File: src/rtl/gpio_ctrl_pkg.sv
// Shared constants, types and the address decoder for the banked GPIO
// controller. Assumes 12-bit byte addresses and word-aligned accesses.
package gpio_ctrl_pkg;

    localparam int WORD_W    = 32;
    localparam int ADDR_W    = 12;
    localparam int MAX_BANKS = 6;

    localparam logic [ADDR_W-1:0] OFS_LEVEL = 12'h004;
    localparam logic [ADDR_W-1:0] OFS_DIR   = 12'h01C;
    localparam logic [ADDR_W-1:0] OFS_SET   = 12'h034;
    localparam logic [ADDR_W-1:0] OFS_CLR   = 12'h04C;
    localparam logic [ADDR_W-1:0] OFS_RISE  = 12'h064;
    localparam logic [ADDR_W-1:0] OFS_FALL  = 12'h07C;
    localparam logic [ADDR_W-1:0] OFS_IMASK = 12'h0AC;
    localparam logic [ADDR_W-1:0] OFS_ISTAT = 12'h0C4;
    localparam logic [ADDR_W-1:0] OFS_ITYPE = 12'h300;
    localparam logic [ADDR_W-1:0] OFS_LPOL  = 12'h318;
    localparam logic [ADDR_W-1:0] OFS_WMASK = 12'h400;
    localparam logic [ADDR_W-1:0] OFS_WSTAT = 12'h418;

    typedef enum logic [3:0] {
        SEL_NONE,
        SEL_LEVEL,
        SEL_DIR,
        SEL_SET,
        SEL_CLR,
        SEL_RISE,
        SEL_FALL,
        SEL_IMASK,
        SEL_ISTAT,
        SEL_ITYPE,
        SEL_LPOL,
        SEL_WMASK,
        SEL_WSTAT
    } reg_sel_e;

    // Write strobes for one bank, one per writable register type.
    typedef struct packed {
        logic dir;
        logic set;
        logic clr;
        logic rise;
        logic fall;
        logic imask;
        logic istat;
        logic itype;
        logic lpol;
        logic wmask;
        logic wstat;
    } bank_wr_t;

    // Readable contents of one bank.
    typedef struct packed {
        logic [WORD_W-1:0] level;
        logic [WORD_W-1:0] dir;
        logic [WORD_W-1:0] rise;
        logic [WORD_W-1:0] fall;
        logic [WORD_W-1:0] imask;
        logic [WORD_W-1:0] istat;
        logic [WORD_W-1:0] itype;
        logic [WORD_W-1:0] lpol;
        logic [WORD_W-1:0] wmask;
        logic [WORD_W-1:0] wstat;
    } bank_view_t;

    // Which register type of the given bank the address selects, if any.
    function automatic reg_sel_e decode_sel(input logic [ADDR_W-1:0] addr, input int bank);
        logic [ADDR_W-1:0] step;
        step = ADDR_W'(bank * 4);
        if (addr == OFS_LEVEL + step) return SEL_LEVEL;
        if (addr == OFS_DIR   + step) return SEL_DIR;
        if (addr == OFS_SET   + step) return SEL_SET;
        if (addr == OFS_CLR   + step) return SEL_CLR;
        if (addr == OFS_RISE  + step) return SEL_RISE;
        if (addr == OFS_FALL  + step) return SEL_FALL;
        if (addr == OFS_IMASK + step) return SEL_IMASK;
        if (addr == OFS_ISTAT + step) return SEL_ISTAT;
        if (addr == OFS_ITYPE + step) return SEL_ITYPE;
        if (addr == OFS_LPOL  + step) return SEL_LPOL;
        if (addr == OFS_WMASK + step) return SEL_WMASK;
        if (addr == OFS_WSTAT + step) return SEL_WSTAT;
        return SEL_NONE;
    endfunction

endpackage

File: src/rtl/gpio_sync2.sv
// Two-flop synchronizer for a vector of asynchronous pad inputs.
// Assumes each bit is independent; no multi-bit coherence is implied.
module gpio_sync2 #(
    parameter int W = 32
) (
    input  logic         clk,
    input  logic         rst_n,
    input  logic [W-1:0] async_in,
    output logic [W-1:0] sync_out
);

    logic [W-1:0] stage1_q;
    logic [W-1:0] stage2_q;

    // Shift the inputs through two flops.
    always_ff @(posedge clk) begin
        if (!rst_n) begin
            stage1_q <= '0;
            stage2_q <= '0;
        end else begin
            stage1_q <= async_in;
            stage2_q <= stage1_q;
        end
    end

    assign sync_out = stage2_q;

endmodule

File: src/rtl/gpio_event_detect.sv
// Per-pin event detector. Edge mode compares the synchronized input with
// its value one cycle earlier; level mode reports the active level each
// cycle. Assumes the input is already synchronized.
module gpio_event_detect #(
    parameter int W = 32
) (
    input  logic         clk,
    input  logic         rst_n,
    input  logic [W-1:0] lvl,
    input  logic [W-1:0] rise_en,
    input  logic [W-1:0] fall_en,
    input  logic [W-1:0] level_mode,
    input  logic [W-1:0] active_low,
    output logic [W-1:0] evt
);

    logic [W-1:0] lvl_prev_q;
    logic [W-1:0] rose;
    logic [W-1:0] fell;
    logic [W-1:0] at_level;

    // Remember the previous synchronized level.
    always_ff @(posedge clk) begin
        if (!rst_n) lvl_prev_q <= '0;
        else        lvl_prev_q <= lvl;
    end

    // Combine the edge and level detections per pin.
    always_comb begin
        rose     = lvl & ~lvl_prev_q & rise_en;
        fell     = ~lvl & lvl_prev_q & fall_en;
        at_level = lvl ^ active_low;
        evt      = (~level_mode & (rose | fell)) | (level_mode & at_level);
    end

endmodule

File: src/rtl/gpio_bank.sv
// One 32-pin bank: configuration registers, output latch, sticky interrupt
// and wake status. Pins at or above VALID_PINS are tied off and read 0.
// Assumes write strobes are already decoded for this bank.
module gpio_bank
    import gpio_ctrl_pkg::*;
#(
    parameter int VALID_PINS = 32
) (
    input  logic              clk,
    input  logic              rst_n,
    input  bank_wr_t          wr,
    input  logic [WORD_W-1:0] wdata,
    input  logic [WORD_W-1:0] lvl,
    output bank_view_t        view,
    output logic [WORD_W-1:0] pin_out,
    output logic [WORD_W-1:0] pin_oe,
    output logic              irq_any,
    output logic              wake_any
);

    localparam logic [WORD_W-1:0] VMASK = (VALID_PINS >= WORD_W) ? {WORD_W{1'b1}}
                                        : ((WORD_W'(1) << VALID_PINS) - WORD_W'(1));

    logic [WORD_W-1:0] wd;
    logic [WORD_W-1:0] lvl_v;
    logic [WORD_W-1:0] dir_q, out_q, rise_q, fall_q, imask_q;
    logic [WORD_W-1:0] istat_q, itype_q, lpol_q, wmask_q, wstat_q;
    logic [WORD_W-1:0] evt;
    logic [WORD_W-1:0] istat_clr;
    logic [WORD_W-1:0] wstat_clr;

    assign wd    = wdata & VMASK;
    assign lvl_v = lvl & VMASK;

    gpio_event_detect #(.W(WORD_W)) u_evt (
        .clk        (clk),
        .rst_n      (rst_n),
        .lvl        (lvl_v),
        .rise_en    (rise_q),
        .fall_en    (fall_q),
        .level_mode (itype_q),
        .active_low (lpol_q),
        .evt        (evt)
    );

    // Plain read/write configuration registers.
    always_ff @(posedge clk) begin
        if (!rst_n) begin
            dir_q   <= '0;
            rise_q  <= '0;
            fall_q  <= '0;
            imask_q <= '0;
            itype_q <= '0;
            lpol_q  <= '0;
            wmask_q <= '0;
        end else begin
            if (wr.dir)   dir_q   <= wd;
            if (wr.rise)  rise_q  <= wd;
            if (wr.fall)  fall_q  <= wd;
            if (wr.imask) imask_q <= wd;
            if (wr.itype) itype_q <= wd;
            if (wr.lpol)  lpol_q  <= wd;
            if (wr.wmask) wmask_q <= wd;
        end
    end

    // Output latch updated by set and clear strobes.
    always_ff @(posedge clk) begin
        if (!rst_n)      out_q <= '0;
        else if (wr.set) out_q <= out_q | wd;
        else if (wr.clr) out_q <= out_q & ~wd;
    end

    // Write-1-to-clear masks for the two status registers.
    always_comb begin
        istat_clr = wr.istat ? wd : '0;
        wstat_clr = wr.wstat ? wd : '0;
    end

    // Sticky status; a new event outranks a clear in the same cycle.
    always_ff @(posedge clk) begin
        if (!rst_n) begin
            istat_q <= '0;
            wstat_q <= '0;
        end else begin
            istat_q <= (istat_q & ~istat_clr) | evt;
            wstat_q <= (wstat_q & ~wstat_clr) | (evt & wmask_q);
        end
    end

    // Collect bank outputs and readable view.
    always_comb begin
        pin_out    = out_q;
        pin_oe     = dir_q;
        irq_any    = |(istat_q & imask_q);
        wake_any   = |(wstat_q & wmask_q);
        view.level = lvl_v;
        view.dir   = dir_q;
        view.rise  = rise_q;
        view.fall  = fall_q;
        view.imask = imask_q;
        view.istat = istat_q;
        view.itype = itype_q;
        view.lpol  = lpol_q;
        view.wmask = wmask_q;
        view.wstat = wstat_q;
    end

endmodule

File: src/rtl/gpio_ctrl.sv
// Banked GPIO controller top: synchronizes the pads, decodes the register
// port into per-bank strobes, muxes read data and combines interrupt and
// wake requests. Assumes NUM_PINS <= 192 so the register arrays stay apart.
module gpio_ctrl
    import gpio_ctrl_pkg::*;
#(
    parameter int NUM_PINS = 64
) (
    input  logic                clk,
    input  logic                rst_n,
    input  logic [ADDR_W-1:0]   reg_addr,
    input  logic                reg_we,
    input  logic [WORD_W-1:0]   reg_wdata,
    output logic [WORD_W-1:0]   reg_rdata,
    input  logic [NUM_PINS-1:0] pad_in,
    output logic [NUM_PINS-1:0] pad_out,
    output logic [NUM_PINS-1:0] pad_oe,
    output logic                irq,
    output logic                wake
);

    localparam int NB     = (NUM_PINS + WORD_W - 1) / WORD_W;
    localparam int FULL_W = NB * WORD_W;

    logic [NUM_PINS-1:0] lvl_sync;
    logic [FULL_W-1:0]   lvl_full;
    logic [FULL_W-1:0]   out_full;
    logic [FULL_W-1:0]   oe_full;
    logic [FULL_W-1:0]   imask_all;
    logic [FULL_W-1:0]   wmask_all;
    logic [NB-1:0]       irq_bank;
    logic [NB-1:0]       wake_bank;
    bank_view_t          views [NB];

    gpio_sync2 #(.W(NUM_PINS)) u_sync (
        .clk      (clk),
        .rst_n    (rst_n),
        .async_in (pad_in),
        .sync_out (lvl_sync)
    );

    // Widen the synchronized pads to whole banks.
    always_comb begin
        lvl_full                = '0;
        lvl_full[NUM_PINS-1:0]  = lvl_sync;
    end

    for (genvar b = 0; b < NB; b++) begin : g_bank
        localparam int BP = ((NUM_PINS - b * WORD_W) >= WORD_W) ? WORD_W : (NUM_PINS - b * WORD_W);

        reg_sel_e sel;
        bank_wr_t wr;

        // Turn the shared address into this bank's write strobes.
        always_comb begin
            sel      = decode_sel(reg_addr, b);
            wr.dir   = reg_we && (sel == SEL_DIR);
            wr.set   = reg_we && (sel == SEL_SET);
            wr.clr   = reg_we && (sel == SEL_CLR);
            wr.rise  = reg_we && (sel == SEL_RISE);
            wr.fall  = reg_we && (sel == SEL_FALL);
            wr.imask = reg_we && (sel == SEL_IMASK);
            wr.istat = reg_we && (sel == SEL_ISTAT);
            wr.itype = reg_we && (sel == SEL_ITYPE);
            wr.lpol  = reg_we && (sel == SEL_LPOL);
            wr.wmask = reg_we && (sel == SEL_WMASK);
            wr.wstat = reg_we && (sel == SEL_WSTAT);
        end

        gpio_bank #(.VALID_PINS(BP)) u_bank (
            .clk      (clk),
            .rst_n    (rst_n),
            .wr       (wr),
            .wdata    (reg_wdata),
            .lvl      (lvl_full[b*WORD_W +: WORD_W]),
            .view     (views[b]),
            .pin_out  (out_full[b*WORD_W +: WORD_W]),
            .pin_oe   (oe_full[b*WORD_W +: WORD_W]),
            .irq_any  (irq_bank[b]),
            .wake_any (wake_bank[b])
        );

        assign imask_all[b*WORD_W +: WORD_W] = views[b].imask;
        assign wmask_all[b*WORD_W +: WORD_W] = views[b].wmask;
    end

    // Select the read word of whichever bank and type the address names.
    always_comb begin
        reg_rdata = '0;
        for (int b = 0; b < NB; b++) begin
            case (decode_sel(reg_addr, b))
                SEL_LEVEL: reg_rdata = views[b].level;
                SEL_DIR:   reg_rdata = views[b].dir;
                SEL_RISE:  reg_rdata = views[b].rise;
                SEL_FALL:  reg_rdata = views[b].fall;
                SEL_IMASK: reg_rdata = views[b].imask;
                SEL_ISTAT: reg_rdata = views[b].istat;
                SEL_ITYPE: reg_rdata = views[b].itype;
                SEL_LPOL:  reg_rdata = views[b].lpol;
                SEL_WMASK: reg_rdata = views[b].wmask;
                SEL_WSTAT: reg_rdata = views[b].wstat;
                default:   ;
            endcase
        end
    end

    // Drive the pads and the combined request lines.
    always_comb begin
        pad_out = out_full[NUM_PINS-1:0];
        pad_oe  = oe_full[NUM_PINS-1:0];
        irq     = |irq_bank;
        wake    = |wake_bank;
    end

endmodule

File: config.mk
export PLATFORM = sky130hd
export DESIGN_NAME = gpio_ctrl
export DESIGN_NICKNAME = d
export VERILOG_FILES = /design/src/rtl/gpio_ctrl_pkg.sv /design/src/rtl/gpio_sync2.sv /design/src/rtl/gpio_event_detect.sv /design/src/rtl/gpio_bank.sv /design/src/rtl/gpio_ctrl.sv
export SDC_FILE = /design/constraint.sdc
export NUM_CORES = 2
export LEC_CHECK = 0
export ABC_AREA = 1
export BUFFER_PORTS_ARGS = -buffer_cell sky130_fd_sc_hd__clkbuf_2
export CELL_PAD_IN_SITES_DETAIL_PLACEMENT = 0
export CELL_PAD_IN_SITES_GLOBAL_PLACEMENT = 2
export CORE_UTILIZATION = 31
export CTS_CLUSTER_DIAMETER = 100
export DETAILED_ROUTE_END_ITERATION = 16
export GPL_TIMING_DRIVEN = 0
export PLACE_DENSITY_LB_ADDON = 0.1
export SYNTH_ARGS = -nofsm -noshare
export SYNTH_HDL_FRONTEND = slang
export SYNTH_SLANG_ARGS = --single-unit
File: constraint.sdc
create_clock -name clk -period 3 [get_ports clk]
set_clock_uncertainty 0.2 [all_clocks]
set_input_delay 0.9 -clock clk [delete_from_list [all_inputs] [get_ports clk]]
set_output_delay 0.9 -clock clk [all_outputs]
set_load 0.02 [all_outputs]
==> summary.txt <==
most frequent cells in the layout: sky130_fd_sc_hd__nand2_1, sky130_fd_sc_hd__dfxtp_1, sky130_fd_sc_hd__a21oi_1
worst flop-to-flop path startpoint: u_sync.sync_out[63]
cell area power density: 533 nW/um2
pin count of the biggest net entering global routing: 13
count of yosys warnings during synthesis: 0
antenna-violating nets left: 0
standard cell with the maximum stage delay on the critical path: sky130_fd_sc_hd__buf_8
sequential share of the synthesized area: 44.1%
hold-critical path endpoint: u_sync.stage1_q[20]
mean instance size in the synthesized netlist: 6.90 um2
TritonCTS Sinks: 832
last weighted congestion value of the routability-driven placer: 0.940
IR drop worst, VDD: 0.401 mV
unrepaired setup endpoints after global routing: true
CP Launch Point: reg_addr[0]
Min Hold Slack: 170 ps
total gr overflow: 0
root cell of the clock tree: sky130_fd_sc_hd__clkbuf_16
cell-by-cell listing of the critical path: buf_8 -> nor2_4 -> buf_12 -> nand2_8 -> nor2_4 -> buf_12 -> buf_12 -> nand2_4 -> buf_8 -> o22ai_2 -> nor2_4 -> nand2_2 -> clkbuf_2
required time of the critical path: 1900 ps
Total Neg Setup Slack: -22,690 ps
P_int: 19.1 mW
fraction of the core area covered by cells at the end of the flow: 39.8%
worst-case register-to-register setup slack: 1220 ps
count of vias placed by the detailed router: 40,200
most frequent standard cell in the layout excluding fill and tap cells: sky130_fd_sc_hd__nand2_1
post-synthesis net count: 5,588
CTS Hold Bufs: 0
number of setup violations in the final report: 42
wire length of the first global-routing pass: 279 mm
R2R cell count: 5
type of the tightest min-delay check: in -> reg
initial DRC count: 4,554
fin cells: 7,607
Initial Util: 31.4%
CP Launch Type: input port
distinct cell type count of the synthesized netlist: 36
clock transition time at the flip-flop clock pins of the worst setup and hold paths: 60 ps
Worst Setup Slack, final: -751 ps
post-DR vias/cell: 5.28
Port Buf Inserts: 271
Post-route DRC: 0
area inside the core boundary: 120,000 um2
min-delay src: pad_in[20]
worst hold path cell count: 3
failing checks: capacitance limit, slew limit, setup timing
cell count after placement: 7,360
die height: 351 um
top cells by area in the synthesized netlist: sky130_fd_sc_hd__dfxtp_1, sky130_fd_sc_hd__nand2_1, sky130_fd_sc_hd__a21oi_1, sky130_fd_sc_hd__nand3_1, sky130_fd_sc_hd__inv_1
fraction of power consumed by sequential logic: 44.1%
CTS Buffer Depth: 3
fin crit period: 3750 ps
DR WL/cell: 27.0 um
Inserted Clock Buffers: 99
worst slew pin tran: 1540 ps
number of standard cells after synthesis: 5,477
leakage power: 20.5 nW
Worst slew margin: -2.97%
dpl ws: -1990 ps
Syn-to-layout area delta: 26.7%
Final Cycle Share: 125%
net switching power figure: 6.36 mW
family with the most delay on the worst path: buffers and inverters
hold violation count in the final report: 0
combinational fraction of design power: 5.0%
max-cap violations: 1
clock share of power: 50.9%
status: complete, but fails checks
final count of pins violating max slew: 11
die width: 351 um
highest clock rate: 0.267 GHz
type of the setup path with the least slack: in -> out
Die Area: 123,000 um2
CTS H-tree depth: 3
worst path bufs/invs: 6
vias in the first global route: 36,800
TritonCTS clock tree: done
number of ports placed on the die boundary: 273
area leader, netlist: sky130_fd_sc_hd__dfxtp_1
total iterations of the first detailed-routing run: 6
std cell rows: 127
maximum single-stage delay on the critical path: 180 ps
area share of the leading cell type in the synthesized netlist: 44.1%
number of nets at the end of the flow: 6,026
flip-flop and latch count after synthesis: 832
fraction of final layout cells with drive strength greater than 1: 18.1%
netlist area before placement: 37,800 um2
Final Routed Wirelength: 206 mm
endpoint kind of the worst setup timing path: output port
CP Data Arrival Time: 2650 ps
sum of net half-perimeters after detailed placement: 155 mm
later-pin clock latency in the skew report: 710 ps
switching share of power: 24.9%
antenna violations before repair: 11
GRT Overall Usage: 32.3%
capture instance of the worst register-to-register path: g_bank[1].u_bank.wstat_q[31]
maximum net fanout on the critical path: 10
[repair_timing]
item	4_1_cts	5_1_grt
hold endpoints to repair	0	0
gates resized for setup	430	234
setup buffers	38	18
endpoints found under the setup margin	34	37
pin swaps	51	53
cloned	0	11
[final cells by class]
class / instances / area [um2]
Fill cell: 13000 / 72500
Multi-Input combinational cell: 3665 / 18000
Sequential cell: 832 / 16700
Buffer: 406 / 3040
Clock buffer: 143 / 2980
Timing Repair Buffer: 338 / 2520
Inverter: 573 / 2180
Tap cell: 1612 / 2020
Clock inverter: 36 / 448
Antenna cell: 2 / 5.00
[worst min-delay path: cells and delay by family]
family	cells	cell delay [ps]
and+or+nand+nor	1	40
buffers and inverters	2	110
[through the flow]
| step | instance area (um2) | total power, mW |
|---|---|---|
| final | 47800 | 25.5 |
| after global routing | 47800 | 26.1 |
| after CTS | 46700 | 25.6 |
| after detailed placement | 41300 | 12.6 |
| after global placement | 41300 | 12.6 |
| after floorplan | 37900 | 11.9 |
[power by group through the flow]
stage                     sequential [mW]  clock (mW)  combinational, mW
after floorplan                      11.5           0              0.481
after global placement               11.5           0               1.15
after CTS                            11.2        13.1               1.22
final                                11.2        13.0               1.28
after detailed placement             11.5           0               1.15
after global routing                 11.3        13.5               1.33
[kinds of logic (layout without fill, tap and decap cells)]
logic type / count (synthesis) / in the layout / share of synthesized area (%)
and+or+nand+nor: 2353 / 2353 / 26.7
AOI/OAI and AO/OA: 1290 / 1290 / 17.5
buffers and inverters: 980 / 1496 / 11.2
DFF: 832 / 832 / 44.1
xor gates and xnor gates: 22 / 22 / 0.510
other: 0 / 2 / 0
[how the worst max path moves through the flow]
stage / to / slack [ps] / depth (start not counted)
finish: reg_rdata[7] / -750 / 13
global route: reg_rdata[11] / -780 / 13
CTS: reg_rdata[31] / -790 / 14
detailed placement: reg_rdata[15] / -1990 / 10
global placement: reg_rdata[15] / -1980 / 10
floorplan: reg_rdata[14] / -120 / 11
[synthesized netlist by cell type, drive strengths merged]
master,n
nand3b,9
nor2,358
o21ai,533
a21oi,689
o21a,14
a22o,5
nor3,10
inv,572
a221oi,2
xor2,16
o2111ai,8
buf,230
xnor2,6
dfxtp,832
or2,35
nand4,29
clkinv,1
o221ai,1
o22ai,21
nand3,610
clkbuf,177
o211ai,17
nand2,1302
[per-layer routing]
metal	up-vias	share of wire, %	GRT usage, %
li1	18600	-	-
met1	19600	44	44.7
met2	1690	44	50.1
met3	307	7.9	5.65
met4	12	4.0	11.8
met5	-	0.036	0
(Power assumes the default switching activity.)
